===== src/rtl/twi_seq_pkg.sv =====
package twi_seq_pkg;
  typedef enum logic [1:0] {
    OP_START = 2'd0,
    OP_SEND  = 2'd1,
    OP_RECV  = 2'd2,
    OP_STOP  = 2'd3
  } twi_op_e;

  typedef enum logic [2:0] {
    S_IDLE,
    S_ADDR,
    S_NEXT,
    S_BYTE,
    S_STOP
  } seq_state_e;

  localparam int REG_W    = 16;
  localparam int CTRL_EN  = 15;
  localparam int CTRL_MST = 10;
  localparam int CTRL_TX  = 9;
  localparam int CTRL_TEN = 8;
  localparam int CTRL_STP = 1;
  localparam int CTRL_STT = 0;
  localparam logic [REG_W-1:0] CTRL_WMASK = 16'hCF87;

  localparam logic [2:0] RA_CTRL  = 3'd0;
  localparam logic [2:0] RA_STAT  = 3'd1;
  localparam logic [2:0] RA_TADDR = 3'd2;
  localparam logic [2:0] RA_COUNT = 3'd3;
  localparam logic [2:0] RA_DATA  = 3'd4;
endpackage


===== src/rtl/twi_seq_buf.sv =====
module twi_seq_buf #(
  parameter int W     = 8,
  parameter int DEPTH = 4
) (
  input  logic         clk_i,
  input  logic         rst_ni,
  input  logic         flush_i,
  input  logic         push_i,
  input  logic [W-1:0] wdata_i,
  input  logic         pop_i,
  output logic [W-1:0] rdata_o,
  output logic         empty_o,
  output logic         full_o
);
  localparam int AW = (DEPTH > 1) ? $clog2(DEPTH) : 1;
  localparam int CW = $clog2(DEPTH + 1);

  logic [W-1:0]  mem [DEPTH];
  logic [AW-1:0] rd_ptr, wr_ptr;
  logic [CW-1:0] level;
  logic          do_push, do_pop;

  function automatic logic [AW-1:0] ptr_inc(input logic [AW-1:0] p);
    return (p == AW'(DEPTH - 1)) ? '0 : p + AW'(1);
  endfunction

  assign empty_o = (level == '0);
  assign full_o  = (level == CW'(DEPTH));
  assign do_push = push_i && !full_o;
  assign do_pop  = pop_i && !empty_o;
  assign rdata_o = mem[rd_ptr];

  always_ff @(posedge clk_i or negedge rst_ni) begin
    if (!rst_ni) begin
      rd_ptr <= '0;
      wr_ptr <= '0;
      level  <= '0;
    end else if (flush_i) begin
      rd_ptr <= '0;
      wr_ptr <= '0;
      level  <= '0;
    end else begin
      if (do_push) wr_ptr <= ptr_inc(wr_ptr);
      if (do_pop)  rd_ptr <= ptr_inc(rd_ptr);
      case ({do_push, do_pop})
        2'b10:   level <= level + CW'(1);
        2'b01:   level <= level - CW'(1);
        default: level <= level;
      endcase
    end
  end

  always_ff @(posedge clk_i) begin
    if (do_push && !flush_i) mem[wr_ptr] <= wdata_i;
  end

  a_r8_no_overflow: assert property (@(posedge clk_i) disable iff (!rst_ni)
    (push_i && !flush_i) |-> !full_o);
  a_r7_no_underflow: assert property (@(posedge clk_i) disable iff (!rst_ni)
    (pop_i && !flush_i) |-> !empty_o);
endmodule


===== src/rtl/twi_seq_fsm.sv =====
module twi_seq_fsm
  import twi_seq_pkg::*;
#(
  parameter int CNT_W  = 16,
  parameter int BUS_AW = 7
) (
  input  logic              clk_i,
  input  logic              rst_ni,
  input  logic              clear_i,
  input  logic              go_i,
  input  logic              go_tx_i,
  input  logic              stop_req_i,
  input  logic [CNT_W-1:0]  count_i,
  input  logic [BUS_AW-1:0] taddr_i,
  input  logic              buf_empty_i,
  input  logic              buf_full_i,
  input  logic [7:0]        buf_head_i,
  output logic              buf_pop_o,
  output logic              buf_push_o,
  output logic [7:0]        buf_wdata_o,
  output logic              cmd_valid_o,
  output twi_op_e           cmd_op_o,
  output logic [BUS_AW-1:0] cmd_addr_o,
  output logic              cmd_rnw_o,
  output logic [7:0]        cmd_byte_o,
  input  logic              done_i,
  input  logic              ack_i,
  input  logic [7:0]        rx_byte_i,
  output logic [CNT_W-1:0]  remaining_o,
  output logic              busy_o,
  output logic              rx_mode_o,
  output logic              tx_ready_o,
  output logic              nack_o,
  output logic              ardy_o,
  output logic              stop_clr_o,
  output logic              mst_clr_o
);
  seq_state_e        state_q;
  logic              dir_tx_q;
  logic [CNT_W-1:0]  remaining_q;
  logic [7:0]        byte_q;
  logic [BUS_AW-1:0] addr_q;
  logic              act, cnt_zero;

  assign act      = !clear_i;
  assign cnt_zero = (remaining_q == '0);

  assign cmd_valid_o = (state_q == S_ADDR) || (state_q == S_BYTE) || (state_q == S_STOP);
  assign cmd_addr_o  = addr_q;
  assign cmd_rnw_o   = !dir_tx_q;
  assign cmd_byte_o  = byte_q;
  assign remaining_o = remaining_q;
  assign busy_o      = (state_q != S_IDLE);
  assign rx_mode_o   = busy_o && !dir_tx_q;
  assign tx_ready_o  = busy_o && (state_q != S_ADDR) && dir_tx_q && !cnt_zero && !buf_full_i;

  always_comb begin
    case (state_q)
      S_BYTE:  cmd_op_o = dir_tx_q ? OP_SEND : OP_RECV;
      S_STOP:  cmd_op_o = OP_STOP;
      default: cmd_op_o = OP_START;
    endcase
  end

  assign nack_o      = act && done_i && !ack_i &&
                       ((state_q == S_ADDR) || (state_q == S_BYTE && dir_tx_q));
  assign stop_clr_o  = nack_o || (act && done_i && state_q == S_STOP);
  assign ardy_o      = act && (state_q == S_NEXT) && cnt_zero && !stop_req_i;
  assign mst_clr_o   = ardy_o;
  assign buf_pop_o   = act && (state_q == S_NEXT) && !cnt_zero && dir_tx_q && !buf_empty_i;
  assign buf_push_o  = act && (state_q == S_BYTE) && done_i && !dir_tx_q;
  assign buf_wdata_o = rx_byte_i;

  always_ff @(posedge clk_i or negedge rst_ni) begin
    if (!rst_ni) begin
      state_q     <= S_IDLE;
      dir_tx_q    <= 1'b0;
      remaining_q <= '0;
      byte_q      <= '0;
      addr_q      <= '0;
    end else if (clear_i) begin
      state_q     <= S_IDLE;
      remaining_q <= '0;
    end else begin
      case (state_q)
        S_IDLE: if (go_i) begin
          state_q  <= S_ADDR;
          dir_tx_q <= go_tx_i;
          addr_q   <= taddr_i;
        end
        S_ADDR: if (done_i) begin
          if (!ack_i) state_q <= S_IDLE;
          else begin
            remaining_q <= count_i;
            state_q     <= S_NEXT;
          end
        end
        S_NEXT: begin
          if (cnt_zero) state_q <= stop_req_i ? S_STOP : S_IDLE;
          else if (dir_tx_q) begin
            if (!buf_empty_i) begin
              byte_q  <= buf_head_i;
              state_q <= S_BYTE;
            end
          end else if (!buf_full_i) state_q <= S_BYTE;
        end
        S_BYTE: if (done_i) begin
          remaining_q <= remaining_q - CNT_W'(1);
          state_q     <= (dir_tx_q && !ack_i) ? S_IDLE : S_NEXT;
        end
        S_STOP: if (done_i) begin
          remaining_q <= count_i;
          state_q     <= S_IDLE;
        end
        default: state_q <= S_IDLE;
      endcase
    end
  end

  // one byte per completed data command
  a_r6_count_step: assert property (@(posedge clk_i) disable iff (!rst_ni)
    (state_q == S_BYTE && done_i && !clear_i) |=> (remaining_q == $past(remaining_q) - CNT_W'(1)));
  a_r9_count_reload: assert property (@(posedge clk_i) disable iff (!rst_ni)
    (state_q == S_STOP && done_i && !clear_i) |=> (remaining_q == $past(count_i)));
endmodule


===== src/rtl/twi_xfer_seq.sv =====
module twi_xfer_seq
  import twi_seq_pkg::*;
#(
  parameter int DEPTH   = 4,
  parameter int CNT_W   = 16,
  parameter int TADDR_W = 10,
  parameter int BUS_AW  = 7
) (
  input  logic              clk_i,
  input  logic              rst_ni,
  input  logic              reg_we_i,
  input  logic              reg_re_i,
  input  logic [2:0]        reg_addr_i,
  input  logic [15:0]       reg_wdata_i,
  output logic [15:0]       reg_rdata_o,
  output logic              cmd_valid_o,
  output logic [1:0]        cmd_op_o,
  output logic [BUS_AW-1:0] cmd_addr_o,
  output logic              cmd_rnw_o,
  output logic [7:0]        cmd_byte_o,
  input  logic              eng_done_i,
  input  logic              eng_ack_i,
  input  logic [7:0]        eng_rx_byte_i
);
  logic [REG_W-1:0]   ctrl_q;
  logic [TADDR_W-1:0] taddr_q;
  logic [CNT_W-1:0]   count_q;
  logic               stat_nack_q, stat_ardy_q;

  logic wr_ctrl, wr_stat, soft_clear, go;
  logic fsm_busy, rx_mode, tx_ready, nack_p, ardy_p, stop_clr, mst_clr;
  logic buf_empty, buf_full, buf_push, buf_pop, fsm_push, fsm_pop, cpu_push, cpu_pop, flush;
  logic [7:0] buf_head, buf_wdata, fsm_wdata;
  logic [CNT_W-1:0] remaining;
  twi_op_e op;

  assign wr_ctrl    = reg_we_i && (reg_addr_i == RA_CTRL);
  assign wr_stat    = reg_we_i && (reg_addr_i == RA_STAT);
  assign soft_clear = wr_ctrl && !reg_wdata_i[CTRL_EN];
  assign go         = wr_ctrl && reg_wdata_i[CTRL_EN] && reg_wdata_i[CTRL_MST] &&
                      !reg_wdata_i[CTRL_TEN] && reg_wdata_i[CTRL_STT] && !fsm_busy;
  assign flush      = soft_clear || go;

  assign cpu_push  = reg_we_i && (reg_addr_i == RA_DATA) && !rx_mode && !buf_full && !flush;
  assign cpu_pop   = reg_re_i && (reg_addr_i == RA_DATA) && !buf_empty && !fsm_pop && !flush;
  assign buf_push  = cpu_push || fsm_push;
  assign buf_pop   = cpu_pop || fsm_pop;
  assign buf_wdata = fsm_push ? fsm_wdata : reg_wdata_i[7:0];

  always_ff @(posedge clk_i or negedge rst_ni) begin
    if (!rst_ni) begin
      ctrl_q      <= '0;
      taddr_q     <= '0;
      count_q     <= '0;
      stat_nack_q <= 1'b0;
      stat_ardy_q <= 1'b0;
    end else if (soft_clear) begin
      ctrl_q      <= '0;
      taddr_q     <= '0;
      count_q     <= '0;
      stat_nack_q <= 1'b0;
      stat_ardy_q <= 1'b0;
    end else begin
      if (wr_ctrl) begin
        ctrl_q <= reg_wdata_i & CTRL_WMASK;
        if (go) ctrl_q[CTRL_STT] <= 1'b0;
      end else begin
        if (stop_clr) ctrl_q[CTRL_STP] <= 1'b0;
        if (mst_clr)  ctrl_q[CTRL_MST] <= 1'b0;
      end
      if (reg_we_i && reg_addr_i == RA_TADDR) taddr_q <= reg_wdata_i[TADDR_W-1:0];
      if (reg_we_i && reg_addr_i == RA_COUNT) count_q <= reg_wdata_i[CNT_W-1:0];
      stat_nack_q <= (stat_nack_q && !(wr_stat && reg_wdata_i[0])) || nack_p;
      stat_ardy_q <= (stat_ardy_q && !(wr_stat && reg_wdata_i[1])) || ardy_p;
    end
  end

  always_comb begin
    case (reg_addr_i)
      RA_CTRL:  reg_rdata_o = ctrl_q;
      RA_STAT:  reg_rdata_o = {11'b0, fsm_busy, tx_ready, !buf_empty, stat_ardy_q, stat_nack_q};
      RA_TADDR: reg_rdata_o = 16'(taddr_q);
      RA_COUNT: reg_rdata_o = 16'(remaining);
      RA_DATA:  reg_rdata_o = {8'b0, buf_head};
      default:  reg_rdata_o = '0;
    endcase
  end

  twi_seq_buf #(.W(8), .DEPTH(DEPTH)) u_buf (
    .clk_i   (clk_i),
    .rst_ni  (rst_ni),
    .flush_i (flush),
    .push_i  (buf_push),
    .wdata_i (buf_wdata),
    .pop_i   (buf_pop),
    .rdata_o (buf_head),
    .empty_o (buf_empty),
    .full_o  (buf_full)
  );

  twi_seq_fsm #(.CNT_W(CNT_W), .BUS_AW(BUS_AW)) u_fsm (
    .clk_i       (clk_i),
    .rst_ni      (rst_ni),
    .clear_i     (soft_clear),
    .go_i        (go),
    .go_tx_i     (reg_wdata_i[CTRL_TX]),
    .stop_req_i  (ctrl_q[CTRL_STP]),
    .count_i     (count_q),
    .taddr_i     (taddr_q[BUS_AW-1:0]),
    .buf_empty_i (buf_empty),
    .buf_full_i  (buf_full),
    .buf_head_i  (buf_head),
    .buf_pop_o   (fsm_pop),
    .buf_push_o  (fsm_push),
    .buf_wdata_o (fsm_wdata),
    .cmd_valid_o (cmd_valid_o),
    .cmd_op_o    (op),
    .cmd_addr_o  (cmd_addr_o),
    .cmd_rnw_o   (cmd_rnw_o),
    .cmd_byte_o  (cmd_byte_o),
    .done_i      (eng_done_i),
    .ack_i       (eng_ack_i),
    .rx_byte_i   (eng_rx_byte_i),
    .remaining_o (remaining),
    .busy_o      (fsm_busy),
    .rx_mode_o   (rx_mode),
    .tx_ready_o  (tx_ready),
    .nack_o      (nack_p),
    .ardy_o      (ardy_p),
    .stop_clr_o  (stop_clr),
    .mst_clr_o   (mst_clr)
  );

  assign cmd_op_o = op;

  a_r13_cmd_hold: assert property (@(posedge clk_i) disable iff (!rst_ni)
    (cmd_valid_o && !eng_done_i && !soft_clear) |=>
      (cmd_valid_o && $stable(cmd_op_o) && $stable(cmd_addr_o) && $stable(cmd_byte_o)));
  a_r11_nack_drops_stop: assert property (@(posedge clk_i) disable iff (!rst_ni)
    $rose(stat_nack_q) |-> !ctrl_q[CTRL_STP]);
  a_r10_ardy_drops_master: assert property (@(posedge clk_i) disable iff (!rst_ni)
    $rose(stat_ardy_q) |-> !ctrl_q[CTRL_MST]);
endmodule


===== config.mk =====
export PLATFORM = sky130hd
export DESIGN_NAME = twi_xfer_seq
export DESIGN_NICKNAME = d
export VERILOG_FILES = /design/src/rtl/twi_seq_pkg.sv /design/src/rtl/twi_seq_buf.sv /design/src/rtl/twi_seq_fsm.sv /design/src/rtl/twi_xfer_seq.sv
export SDC_FILE = /design/constraint.sdc
export NUM_CORES = 1
export LEC_CHECK = 0
export BUFFER_PORTS_ARGS = -buffer_cell sky130_fd_sc_hd__buf_2
export CAP_MARGIN = 10
export CORE_UTILIZATION = 40
export CTS_BUF_LIST = sky130_fd_sc_hd__clkbuf_16
export DETAILED_ROUTE_END_ITERATION = 16
export PLACE_DENSITY_LB_ADDON = 0.15
export SLEW_MARGIN = 15
export SYNTH_ARGS = -nofsm -noshare
export SYNTH_HDL_FRONTEND = slang
export SYNTH_SLANG_ARGS = --single-unit

===== constraint.sdc =====
create_clock -name clk_i -period 2.55 [get_ports clk_i]
set_input_delay 0.1275 -clock clk_i [delete_from_list [all_inputs] [get_ports clk_i]]
set_output_delay 0.1275 -clock clk_i [all_outputs]
set_load 0.005 [all_outputs]

==> results of run 1 <==
==> metal layers <==
metal / vias to the layer above / wire [microns] / global-route usage, %
li1: 2185 / - / -
met1: 2377 / 7890 / 36.7
met2: 164 / 7660 / 35.7
met3: 12 / 1130 / 4.63
met4: 0 / 167 / 6.17
met5: - / 0 / 0
==> layout make-up <==
class / count / area (sq um)
multi-input cells: 402 / 2600
inverters: 8 / 30.0
repair buffers: 112 / 688
clock buffers: 9 / 225
flip-flops and latches: 112 / 2960
well taps: 180 / 225
fillers: 1281 / 7110
clock inverters: 7 / 91.3
==> registers in the layout (all words and copies together) (netlist names) <==
| signal | count |
|---|---|
| u_buf.mem | 32 |
| count_q | 16 |
| u_fsm.remaining_o | 16 |
| ctrl_q | 10 |
| taddr_q | 10 |
| u_fsm.cmd_byte_o | 8 |
| u_fsm.cmd_addr_o | 7 |
| u_buf.level | 3 |
| u_fsm.state_q | 3 |
| u_buf.rd_ptr | 2 |
| u_buf.wr_ptr | 2 |
| stat_ardy_q | 1 |
| stat_nack_q | 1 |
| u_fsm.dir_tx_q | 1 |
==> worst paths after layout <==
kind                                                    end  slack (ps)                             start  depth (start not counted)
setup reg to reg                 u_buf.level[2]$_DFFE_PN0P_         160  u_fsm.remaining_o[0]$_DFFE_PN0P_                          9
setup / recovery                             reg_rdata_o[3]         120  u_fsm.remaining_o[0]$_DFFE_PN0P_                          9
min in group asynchronous           count_q[13]$_DFFE_PN0P_         310                            rst_ni                          2
hold reg to reg                       ctrl_q[9]$_DFFE_PN0P_         480             ctrl_q[9]$_DFFE_PN0P_                          2
max in group asynchronous  u_fsm.remaining_o[0]$_DFFE_PN0P_        1510                            rst_ni                          3
hold / removal                       taddr_q[3]$_DFFE_PN0P_          10                    reg_wdata_i[3]                          3
==> logic make-up after synthesis <==
family / count (synthesis)
DFF: 112
xor gates and xnor gates: 2
buffers and inverters: 41
and+or+nand+nor: 225
adders and majority gates: 7
AOI/OAI and AO/OA: 124
muxes: 44
==> repair_timing <==
action,4_1_cts,5_1_grt
gates resized for setup,3,3
hold buffers,5,0
setup buffers,0,2
endpoints found under the hold margin,47,0
endpoints found under the setup margin,1,1
pin swaps,0,1
==> power breakdown <==
group          switching, mW  total (mW)  leakage (nW)  internal, mW
combinational           1.28        2.34          1.50          1.07
clock                  0.786        1.50         0.155         0.719
sequential             0.414        2.71          1.33          2.30
total                   2.47        6.56          2.98          4.08
==> metrics by stage <==
step | area (sq um) | hold WS, ps | utilization, % | instances
floorplan | 5720 | -168 | - | 555
detailed placement | 6420 | 183 | 46.1 | 807
global route | 6820 | 24.1 | 49.0 | 830
finish | 6820 | 13.9 | 49.0 | 830
CTS | 6800 | 4.51 | 48.8 | 828
global placement | 6420 | 175 | 46.1 | 807
==> critical path, delay by kind of cell, from the launching register on <==
kind / cells / cell delay (ps)
adders and majority gates: 1 / 210
buffers and inverters: 3 / 390
DFF: 1 / 450
AOI/OAI and AO/OA: 2 / 340
and+or+nand+nor: 3 / 540
==> cell usage in the layout, fill, tap and decap left out, drive strengths merged, types with 6 or more instances in the layout <==
master	count
edfxtp	32
nor2	44
mux4	11
ha	6
clkbuf	9
mux2	28
nor3b	6
inv	13
o21ai	26
buf	107
nor3	7
nand2	111
and2	6
a22oi	9
nand3	17
a21oi	54
dfrtp	80
==> summary.txt, run 1 <==
Floorplanning
  • Die area: between 10000 and 15000 sq um
  • Row cnt: between 40 and 50
  • Number of ports placed on the die boundary: 68
  • Total core area: 13900 sq um
  • Initial standard-cell utilization of the core: slightly above 40%
  • X dimension of the die: about 120 microns
  • Vertical die dimension: approximately 120 microns

Critical path
  • Startpoint types: register
  • Max Fanout on Critical Path: 5
  • Arrival time of data at the critical path endpoint: between 2000 and 2500 ps
  • Max stage delay cell, worst path: sky130_fd_sc_hd__dfrtp_2
  • Type of destination of the critical path: output pin
  • Longest individual stage delay on the worst path: roughly 450 ps
  • Required arrival time at the worst endpoint: between 2000 and 2500 ps
  • Chain of cells forming the critical path: inv_1 -> ha_2 -> nor4b_4 -> buf_4 -> and4_1 -> nand2_2 -> a22oi_2 -> o21ai_1 -> buf_2
  • Critical path class: register to output pin

Timing
  • Unrepaired setup endpoints after global routing: no
  • Setup Viol. Count Final: 0
  • Maximum clock rate: just over 400 MHz
  • Total negative slack: 0 ps
  • Max_slew headroom: approximately 45%
  • Minimum clock period after layout: about 2400 ps
  • Final setup skew: ~14 ps
  • Minimum setup slack in the final design: around 120 ps
  • Slew at the pin closest to its max-slew limit: between 800 and 900 ps
  • Final Cycle Share: roughly 95%
  • Number of pins exceeding their max-slew limit in the final report: 0
  • Final hold violation count: 0

Synth
  • Cell types occupying the most area after synthesis: sky130_fd_sc_hd__dfrtp_1, sky130_fd_sc_hd__edfxtp_1, sky130_fd_sc_hd__nand2_1
  • Mux share of post-synthesis cell area: between 10% and 20%
  • Largest family of logic cells by synthesized area: simple AND/OR/NAND/NOR gates
  • Area share of fa/ha/maj cells after synthesis: under 10%
  • Commonest cells in the synthesized netlist: sky130_fd_sc_hd__nand2_1, sky130_fd_sc_hd__dfrtp_1, sky130_fd_sc_hd__a21oi_1, sky130_fd_sc_hd__nor2_1, sky130_fd_sc_hd__edfxtp_1
  • Post-synthesis instance area: about 5700 sq um
  • Top cell type by total area after synthesis: sky130_fd_sc_hd__dfrtp_1
  • Fraction of registers with async set/reset: roughly 71%
  • Simple-gate share of the synthesized area: between 10% and 20%
  • Main synth FF type: sky130_fd_sc_hd__dfrtp_1
  • Leading cell type by number of instances after synthesis: sky130_fd_sc_hd__nand2_1
  • Syn avg cell area: 10.3 sq um
  • Portion of the post-synthesis area used by sequential elements: between 50 and 60%
  • Number of storage elements in the synthesis netlist: 112
  • Count of mapped cells out of synthesis: approximately 560
  • Count of flip-flops with a built-in enable after synthesis: 32
  • Synthesized-area fraction occupied by xor and xnor cells: less than 1%
  • Number of nets produced by synthesis: ~600
  • Distinct cell type count after synthesis: 64
  • Share of the synthesized area in compound gates (AO/OA/AOI/OAI): between 10 and 15%
  • Share of Yosys cell area claimed by the top area cell type: 35.0%
  • Total of warnings raised by yosys: 0

Power
  • Leakage power of the design: 2.98 nW
  • Power density over the cells: about 960 nW/um^2
  • Largest vdd supply drop: between 0.0003 and 0.0004 V
  • Total Power: 6.56 mW

Routing
  • Router iterations before antenna repair: 5
  • Via-to-Cell Ratio: around 5.7
  • Iteration-0 DRC Markers: between 400 and 500
  • Vias after detailed routing: between 4000 and 5000
  • DR DRC count: 0
  • Post-route antenna net violation count: 0
  • Final wirelength: 16.8 mm
  • Wire length per cell after detailed routing: around 20 microns

Cells and area
  • Number of nets at the end of the flow: a little under 700
  • Fraction of layout instances using a drive strength above 1: around 28%
  • Area growth from synthesis to layout: 19.3%
  • Antenna Cells: 0

Clock network
  • TritonCTS clock tree: yes
  • Clock insertion delay at the later pin of the skew report: around 370 ps
  • Deepest level of the CTS H-tree: 3
  • Root cell of the clock tree: sky130_fd_sc_hd__clkbuf_16
  • Buffer depth of the longest clock path: 2
  • CTS Sinks: around 110
  • Clock transition at the registers of the reported paths: approximately 80 ps
  • Cts bufs inserted: 9

Global routing
  • Pin count of the biggest net entering global routing: 44
  • Global Route Usage Sum: 24.3%
  • Vias in the first global route: 4589
  • Wire length of the first global-routing pass: between 20 and 30 mm
  • Aggregate global routing overflow: 0
  • Initial antenna violation count: 0

Flow run
  • Count of max-cap constraint violations: 0

Min path
  • Min-delay worst type: input pin to register

Status
  • Run status: complete, no violations

Placed design
  • Port-buffer cells: 67
  • HPWL reported at the end of detailed placement: ~12 mm
  • Final GP Congestion: 0.844
  • Worst slack at placement: roughly 120 ps
No activity file was read; power rests on OpenSTA's default activity.
==> run 2, diff against run 1 <==
--- a/config.mk
+++ b/config.mk
@@ -10,7 +10,6 @@
 export CORE_UTILIZATION = 40
 export CTS_BUF_LIST = sky130_fd_sc_hd__clkbuf_16
 export DETAILED_ROUTE_END_ITERATION = 16
-export PLACE_DENSITY_LB_ADDON = 0.15
 export SLEW_MARGIN = 15
 export SYNTH_ARGS = -nofsm -noshare
 export SYNTH_HDL_FRONTEND = slang
==> run 2 against run 1 <==
  * Register-to-register slack about the same
  * Hold slack got worse by 6.0 ps
  * Utilization decreased by 0.081 points
  * Setup slack improved by 43 ps
  * Clock-buffer cell count unchanged
  * Critical path depth unchanged
  * Sequential power about the same
  * Clock power decreased by 6%
  * Via count increased by 0.49%
  * Maximum frequency increased by 1.8%
==> summary.txt, run 2 (synthesis gave the netlist of run 1 again) <==
Clock network
  • Root cell of the clock tree: sky130_fd_sc_hd__clkbuf_16
  • Deepest level of the CTS H-tree: 3
  • Buffer depth of the longest clock path: 2
  • Clock insertion delay at the later pin of the skew report: 360 ps
  • TritonCTS clock tree: yes
  • Clock transition at the registers of the reported paths: 80 ps
  • CTS Sinks: ~110
  • Cts bufs inserted: 9

Timing
  • Max_slew headroom: 43.1%
  • Minimum clock period after layout: approximately 2400 ps
  • Slew at the pin closest to its max-slew limit: 850 ps
  • Final setup skew: between 7 and 8 ps
  • Final Cycle Share: roughly 94%
  • Unrepaired setup endpoints after global routing: no
  • Maximum clock rate: 419 MHz
  • Total negative slack: 0 ps
  • Tightest hold margin: just under 8 ps
  • Number of pins exceeding their max-slew limit in the final report: 0
  • Final hold violation count: 0
  • Setup Viol. Count Final: 0

Placed design
  • Final GP Congestion: between 0.8 and 0.9
  • Post-Place Cells: between 800 and 900
  • Port-buffer cells: 67
  • Cell area after placement: roughly 6400 sq um
  • HPWL reported at the end of detailed placement: 11.2 mm

Cells and area
  • Number of nets at the end of the flow: 681
  • Fraction of layout instances using a drive strength above 1: about 28%
  • Commonest non-fill, non-tap cells in the layout: sky130_fd_sc_hd__nand2_1, sky130_fd_sc_hd__dfrtp_1, sky130_fd_sc_hd__buf_2, sky130_fd_sc_hd__a21oi_1, sky130_fd_sc_hd__nor2_1
  • Final cell count without fillers: roughly 830
  • Final non-filler cell area: between 6000 and 7000 sq um
  • Largest Register: u_buf.mem
  • Largest register FFs: 32
  • Most common library cell in the layout ignoring fill and taps: sky130_fd_sc_hd__nand2_1
  • Area growth from synthesis to layout: 19.1%

Power
  • Power density over the cells: about 950 nW/um^2
  • Largest vdd supply drop: 0.000572 V
  • Leakage power of the design: between 2 and 3 nW

Flow run
  • Count of max-cap constraint violations: 0

Critical path
  • Longest individual stage delay on the worst path: roughly 440 ps
  • Number of cell instances on the worst register-to-register path: 7
  • Critical path class: register to output pin
  • Kind of cell with the highest combined delay on the critical path: simple AND/OR/NAND/NOR gates
  • Chain of cells forming the critical path: inv_1 -> ha_2 -> nor4b_4 -> buf_4 -> and4_4 -> nand2_2 -> a22oi_2 -> o21ai_1 -> buf_2
  • Max stage delay cell, worst path: sky130_fd_sc_hd__dfrtp_2
  • Type of destination of the critical path: output pin
  • Arrival time of data at the critical path endpoint: roughly 2300 ps
  • Number of logic stages on the critical path including buffering: 9
  • Startpoint types: register
  • Max Fanout on Critical Path: 5
  • Required arrival time at the worst endpoint: about 2400 ps
  • Buffers & Inverters on Critical Path: 3

Global routing
  • Pin count of the biggest net entering global routing: 57
  • Aggregate global routing overflow: 0
  • Vias in the first global route: ~4500
  • Global Route Usage Sum: between 20% and 30%
  • Initial antenna violation count: 1
  • Wire length of the first global-routing pass: approximately 25 mm

Floorplanning
  • Row cnt: between 40 and 50
  • Total core area: 13900 sq um
  • X dimension of the die: between 100 and 150 microns
  • Vertical die dimension: between 100 and 150 microns
  • Number of ports placed on the die boundary: between 60 and 70
  • Initial standard-cell utilization of the core: between 40% and 50%
  • Die area: 14800 sq um

Routing
  • DR DRC count: 0
  • Final wirelength: about 16 mm
  • Iteration-0 DRC Markers: a little under 400
  • Router iterations before antenna repair: 5
  • Post-route antenna net violation count: 0
  • Via-to-Cell Ratio: ~5.8
  • Vias after detailed routing: between 4000 and 5000
  • Wire length per cell after detailed routing: 19.5 microns

Status
  • Run status: complete, no violations

Min path
  • Min-delay worst type: input pin to register
  • Instance count along the most critical hold path: 3
run 2: cell count changes in the layout (fill, tap and decap cells not counted), moves of 2 or more:
cell | previous run | this run
sky130_fd_sc_hd__buf_12 | 0 | 2
sky130_fd_sc_hd__buf_4 | 41 | 37
sky130_fd_sc_hd__dlygate4sd3_1 | 5 | 3
sky130_fd_sc_hd__and4_1 | 2 | 0
run 2: area by class of cell:
cell class | count | area [sq um]
clock inverters | 7 | 70.1
fillers | 1275 | 7120
well taps | 180 | 225
repair buffers | 108 | 678
diodes | 1 | 2.50
clock buffers | 9 | 225
flip-flops and latches | 112 | 2960
multi-input cells | 402 | 2620
inverters | 8 | 30.0
run 2: timing repair:
| action | 4_1_cts | 5_1_grt |
|---|---|---|
| hold endpoints to repair | 57 | 0 |
| resized for setup | 1 | 9 |
| hold buffers | 3 | 0 |
| buffers inserted | 0 | 1 |
| pin swaps | 0 | 1 |
| endpoints found under the setup margin | 1 | 2 |
run 2: metrics by stage:
step	total power [mW]	util [%]	setup WS, ps
finish	6.44	48.9	165
global route	6.85	48.9	14.4
CTS	6.39	48.6	8.21
detailed placement	4.98	46.2	166
global placement	4.91	46.2	195
floorplan	4.11	-	74.7
run 2: report_power, final:
| group | internal (mW) | switching [mW] | leakage, nW |
|---|---|---|---|
| clock | 0.693 | 0.715 | 0.147 |
| combinational | 1.05 | 1.26 | 1.49 |
| sequential | 2.30 | 0.425 | 1.33 |
| total | 4.04 | 2.40 | 2.97 |
run 2: tightest hold or removal path, stage by stage:
cell and delay, ps:
sky130_fd_sc_hd__buf_2 110, sky130_fd_sc_hd__nand2_1 50, sky130_fd_sc_hd__a21oi_1 50
run 2: worst paths after layout:
kind,startpoint,end,slack (ps)
max,u_fsm.remaining_o[0]$_DFFE_PN0P_,reg_rdata_o[3],170
min,reg_wdata_i[11],count_q[11]$_DFFE_PN0P_,8
max reg2reg,u_fsm.remaining_o[3]$_DFFE_PN0P_,u_fsm.remaining_o[15]$_DFFE_PN0P_,170
min reg2reg,ctrl_q[11]$_DFFE_PN0P_,ctrl_q[11]$_DFFE_PN0P_,470
max in group asynchronous,rst_ni,u_fsm.remaining_o[0]$_DFFE_PN0P_,1510
min in group asynchronous,rst_ni,count_q[7]$_DFFE_PN0P_,380
run 2: per-layer routing:
layer  track usage, %  vias up  routed length (microns)
met5                0        -                        0
met2             36.2      184                     7470
met1             32.7     2377                     7320
li1                 -     2178                        -
met4             9.10        0                      369
met3             3.18       22                      974
==> run 3, diff against run 2 <==
--- a/config.mk
+++ b/config.mk
@@ -5,6 +5,7 @@
 export SDC_FILE = /design/constraint.sdc
 export NUM_CORES = 1
 export LEC_CHECK = 0
+export ABC_AREA = 1
 export BUFFER_PORTS_ARGS = -buffer_cell sky130_fd_sc_hd__buf_2
 export CAP_MARGIN = 10
 export CORE_UTILIZATION = 40
==> run 3 against run 2 <==
  * First-iteration DRC count is 24% higher
  * Clock skew is 2.9 ps lower
  * Hold slack better by 13 ps
  * Utilization is 0.61 points lower
  * Final area is 4.3% lower
  * Clock power is 3% lower
  * Clock-buffer cell count stayed put
  * Synthesized area is 1.5% lower
  * Die area is 1.5% lower
  * Flip-flop and latch count stayed put
  * Sequential share of layout area is 1.9 points higher
==> summary.txt, run 3 <==
Timing
  • Final hold violation count: 0
  • Tightest hold margin: about 20 ps
  • Setup Viol. Count Final: 0
  • Maximum clock rate: between 400 and 500 MHz
  • Max_slew headroom: between 50% and 60%
  • Final Cycle Share: about 93%
  • Number of pins exceeding their max-slew limit in the final report: 0
  • Minimum clock period after layout: about 2400 ps
  • Final setup skew: between 4 and 5 ps
  • Slew at the pin closest to its max-slew limit: 717 ps
  • Total negative slack: 0 ps

Critical path
  • Max Fanout on Critical Path: 6
  • Critical path class: register to register
  • Required arrival time at the worst endpoint: 2800 ps
  • Kind of cell with the highest combined delay on the critical path: simple AND/OR/NAND/NOR gates
  • Max stage delay cell, worst path: sky130_fd_sc_hd__fa_1
  • Critical register-to-register path endpoint: u_buf.level[2]$_DFFE_PN0P_
  • Longest individual stage delay on the worst path: ~410 ps
  • Chain of cells forming the critical path: inv_1 -> ha_4 -> nand2_1 -> nor2_2 -> nand2_2 -> nand3_2 -> nand2_2 -> nand2_2 -> inv_1 -> fa_1 -> xnor2_2 -> inv_1 -> nand2_1 -> nand2_1 -> nand2_1 -> nand2_1
  • Arrival time of data at the critical path endpoint: about 2600 ps
  • Startpoint of the worst-slack reg-to-reg timing path: u_fsm.remaining_o[1]$_DFFE_PN0P_
  • Number of cell instances on the worst register-to-register path: 16
  • Flop2flop setup slack: 170 ps
  • Startpoint types: register
  • Type of destination of the critical path: register
  • Most frequent CP cell: sky130_fd_sc_hd__nand2_1
  • Buffers & Inverters on Critical Path: 3

Placed design
  • Post-Place Cells: 895
  • Port-buffer cells: 67
  • HPWL reported at the end of detailed placement: 11.9 mm
  • Final GP Congestion: about 0.90

Synth
  • Commonest cells in the synthesized netlist: sky130_fd_sc_hd__nand2_1, sky130_fd_sc_hd__dfrtp_1, sky130_fd_sc_hd__inv_1, sky130_fd_sc_hd__o21ai_0, sky130_fd_sc_hd__nor2_1
  • Total of warnings raised by yosys: 0
  • Syn avg cell area: around 8.6 sq um
  • Top cell type by total area after synthesis: sky130_fd_sc_hd__dfrtp_1
  • Number of storage elements in the synthesis netlist: 112
  • Fraction of registers with async set/reset: slightly above 70%
  • Simple-gate share of the synthesized area: between 20% and 30%
  • Number of nets produced by synthesis: ~700
  • Post-synthesis instance area: 5630 sq um
  • Area share of fa/ha/maj cells after synthesis: under 10%
  • Count of flip-flops with a built-in enable after synthesis: 32
  • Synthesized-area fraction occupied by xor and xnor cells: 1.24%
  • Largest family of logic cells by synthesized area: simple AND/OR/NAND/NOR gates
  • Portion of the post-synthesis area used by sequential elements: approximately 53%
  • Main synth FF type: sky130_fd_sc_hd__dfrtp_1
  • Share of the synthesized area in compound gates (AO/OA/AOI/OAI): approximately 14%
  • Share of Yosys cell area claimed by the top area cell type: between 30 and 40%
  • Mux share of post-synthesis cell area: around 1.4%
  • Leading cell type by number of instances after synthesis: sky130_fd_sc_hd__nand2_1
  • Cell types occupying the most area after synthesis: sky130_fd_sc_hd__dfrtp_1, sky130_fd_sc_hd__edfxtp_1, sky130_fd_sc_hd__nand2_1
  • Distinct cell type count after synthesis: 39
  • Count of mapped cells out of synthesis: ~660

Cells and area
  • Largest Register: u_buf.mem
  • Antenna Cells: 0
  • Core Util, Final: 48.3%
  • Fraction of layout instances using a drive strength above 1: between 10% and 20%
  • Footprint of the flip-flops and latches: between 2000 and 3000 sq um
  • Final cell count without fillers: a little over 900
  • Most common library cell in the layout ignoring fill and taps: sky130_fd_sc_hd__nand2_1
  • Area growth from synthesis to layout: 15.7%
  • Fillers: roughly 1300
  • Largest register FFs: 32
  • Number of nets at the end of the flow: between 700 and 800
  • Multi-input gate area: around 2300 sq um
  • Commonest non-fill, non-tap cells in the layout: sky130_fd_sc_hd__nand2_1, sky130_fd_sc_hd__dfrtp_1, sky130_fd_sc_hd__inv_1, sky130_fd_sc_hd__o21ai_0, sky130_fd_sc_hd__buf_2

Power
  • Power density over the cells: roughly 940 nW/um^2
  • Leakage power of the design: 3.12 nW
  • Largest vdd supply drop: a little over 0.0003 V
  • Total Power: between 6 and 7 mW

Global routing
  • Wire length of the first global-routing pass: about 26 mm
  • Met3 track demand over resource: 3.77%
  • Aggregate global routing overflow: 0
  • Initial antenna violation count: 0
  • Global Route Usage Sum: a little under a quarter
  • Most utilized layer in the global route result: met2
  • Pin count of the biggest net entering global routing: 46
  • GRT met2 Usage: 35.0%
  • Vias in the first global route: roughly 4600
  • GR Util met1: approximately 34%

Clock network
  • Post-CTS Setup Bufs: 0
  • Clock transition at the registers of the reported paths: around 80 ps
  • TritonCTS clock tree: yes
  • Deepest level of the CTS H-tree: 3
  • Root cell of the clock tree: sky130_fd_sc_hd__clkbuf_16
  • CTS Sinks: roughly 110
  • Buffer depth of the longest clock path: 2
  • Cts bufs inserted: 9
  • Clock insertion delay at the later pin of the skew report: around 360 ps

Routing
  • Vias after detailed routing: about 5000
  • Iteration-0 DRC Markers: 491
  • Final wirelength: about 16 mm
  • Wire length per cell after detailed routing: about 18 microns
  • Via-to-Cell Ratio: around 5.4
  • DR DRC count: 0
  • Post-route antenna net violation count: 0
  • Router iterations before antenna repair: 5

Min path
  • Min-delay worst type: input pin to register
  • Instance count along the most critical hold path: 3
  • Worst Hold Launch: reg_wdata_i[13]
  • Endpoint of the worst hold-timing path: count_q[13]$_DFFE_PN0P_

Floorplanning
  • Number of ports placed on the die boundary: 68
  • X dimension of the die: 121 microns
  • Total core area: between 10000 and 15000 sq um
  • Initial standard-cell utilization of the core: a little over two fifths
  • Vertical die dimension: 121 microns
  • Die area: about 15000 sq um
  • Row cnt: 42

Status
  • Run status: complete, no violations

Flow run
  • Count of max-cap constraint violations: 0
## run 3: changes by cell type in the layout (fill, tap and decap cells not counted), sizes merged, moves of 16 or more
| cell | before | now |
|---|---|---|
| o22ai | 4 | 20 |
| inv | 12 | 90 |
| mux2 | 28 | 7 |
| a21oi | 54 | 17 |
| o21ai | 26 | 91 |
| nand3 | 17 | 39 |
| nand2 | 111 | 159 |
| nor2 | 44 | 62 |
| buf | 105 | 79 |
## run 3: cells by family after synthesis
group,after synthesis
AO/OA/AOI/OAI,140
XOR/XNOR,8
adder cells (fa/ha/maj),7
buffers and inverters,104
flip-flops,112
multiplexers,7
AND/OR/NAND/NOR,279
## run 3: where the power goes
group          internal, mW  total (mW)  switching [mW]
logic                 0.773        2.24            1.47
registers              2.23        2.53           0.306
clock network         0.674        1.37           0.697
total                  3.67        6.15            2.47
## run 3: cell type report
type | instances | share of cell area (%)
tap | 176 | 3.38
multi-input combinational | 441 | 35.2
timing repair buffer | 80 | 6.72
clock inverter | 7 | 0.825
clock buffer | 9 | 3.45
inverter | 87 | 5.01
sequential | 112 | 45.4
## run 3: worst max-delay path by stage
stage | slack (ps) | from | cells past startpoint | to
after CTS | 30 | u_fsm.remaining_o[0]$_DFFE_PN0P_ | 16 | u_buf.level[2]$_DFFE_PN0P_
final | 170 | u_fsm.remaining_o[1]$_DFFE_PN0P_ | 16 | u_buf.level[2]$_DFFE_PN0P_
after detailed placement | 4 | u_fsm.remaining_o[0]$_DFFE_PN0P_ | 16 | u_buf.level[2]$_DFFE_PN0P_
after floorplan | 310 | u_fsm.remaining_o[0]$_DFFE_PN0P_ | 16 | u_buf.level[2]$_DFFE_PN0P_
after global routing | -8 | u_fsm.remaining_o[1]$_DFFE_PN0P_ | 16 | u_buf.level[2]$_DFFE_PN0P_
after global placement | 130 | u_fsm.remaining_o[0]$_DFFE_PN0P_ | 16 | u_buf.level[2]$_DFFE_PN0P_
## run 3: metal layers
metal / vias up / routed length (microns)
met5: - / 0
met4: 0 / 371
met3: 34 / 909
met2: 164 / 7150
met1: 2389 / 7630
li1: 2331 / -
## run 3: through the flow
| stage | setup WS (ps) | area [sq um] |
|---|---|---|
| after floorplan | 308 | 5630 |
| after global placement | 128 | 6200 |
| after detailed placement | 4.21 | 6200 |
| after CTS | 30.5 | 6490 |
| after global routing | -7.94 | 6520 |
| final | 167 | 6520 |
## run 3: worst register-to-register path: cells and delay by family, from the launching register on
kind,cells,cell delay [ps]
XOR/XNOR,1,200
adder cells (fa/ha/maj),2,580
buffers and inverters,3,250
flip-flops,1,390
AND/OR/NAND/NOR,10,860
## run 3: what timing repair did
item / 4_1_cts / 5_1_grt
hold buffers: 1 / 0
setup endpoints to repair: 1 / 1
hold endpoints to repair: 43 / 0
resized for setup: 1 / 7
pin swaps: 0 / 1
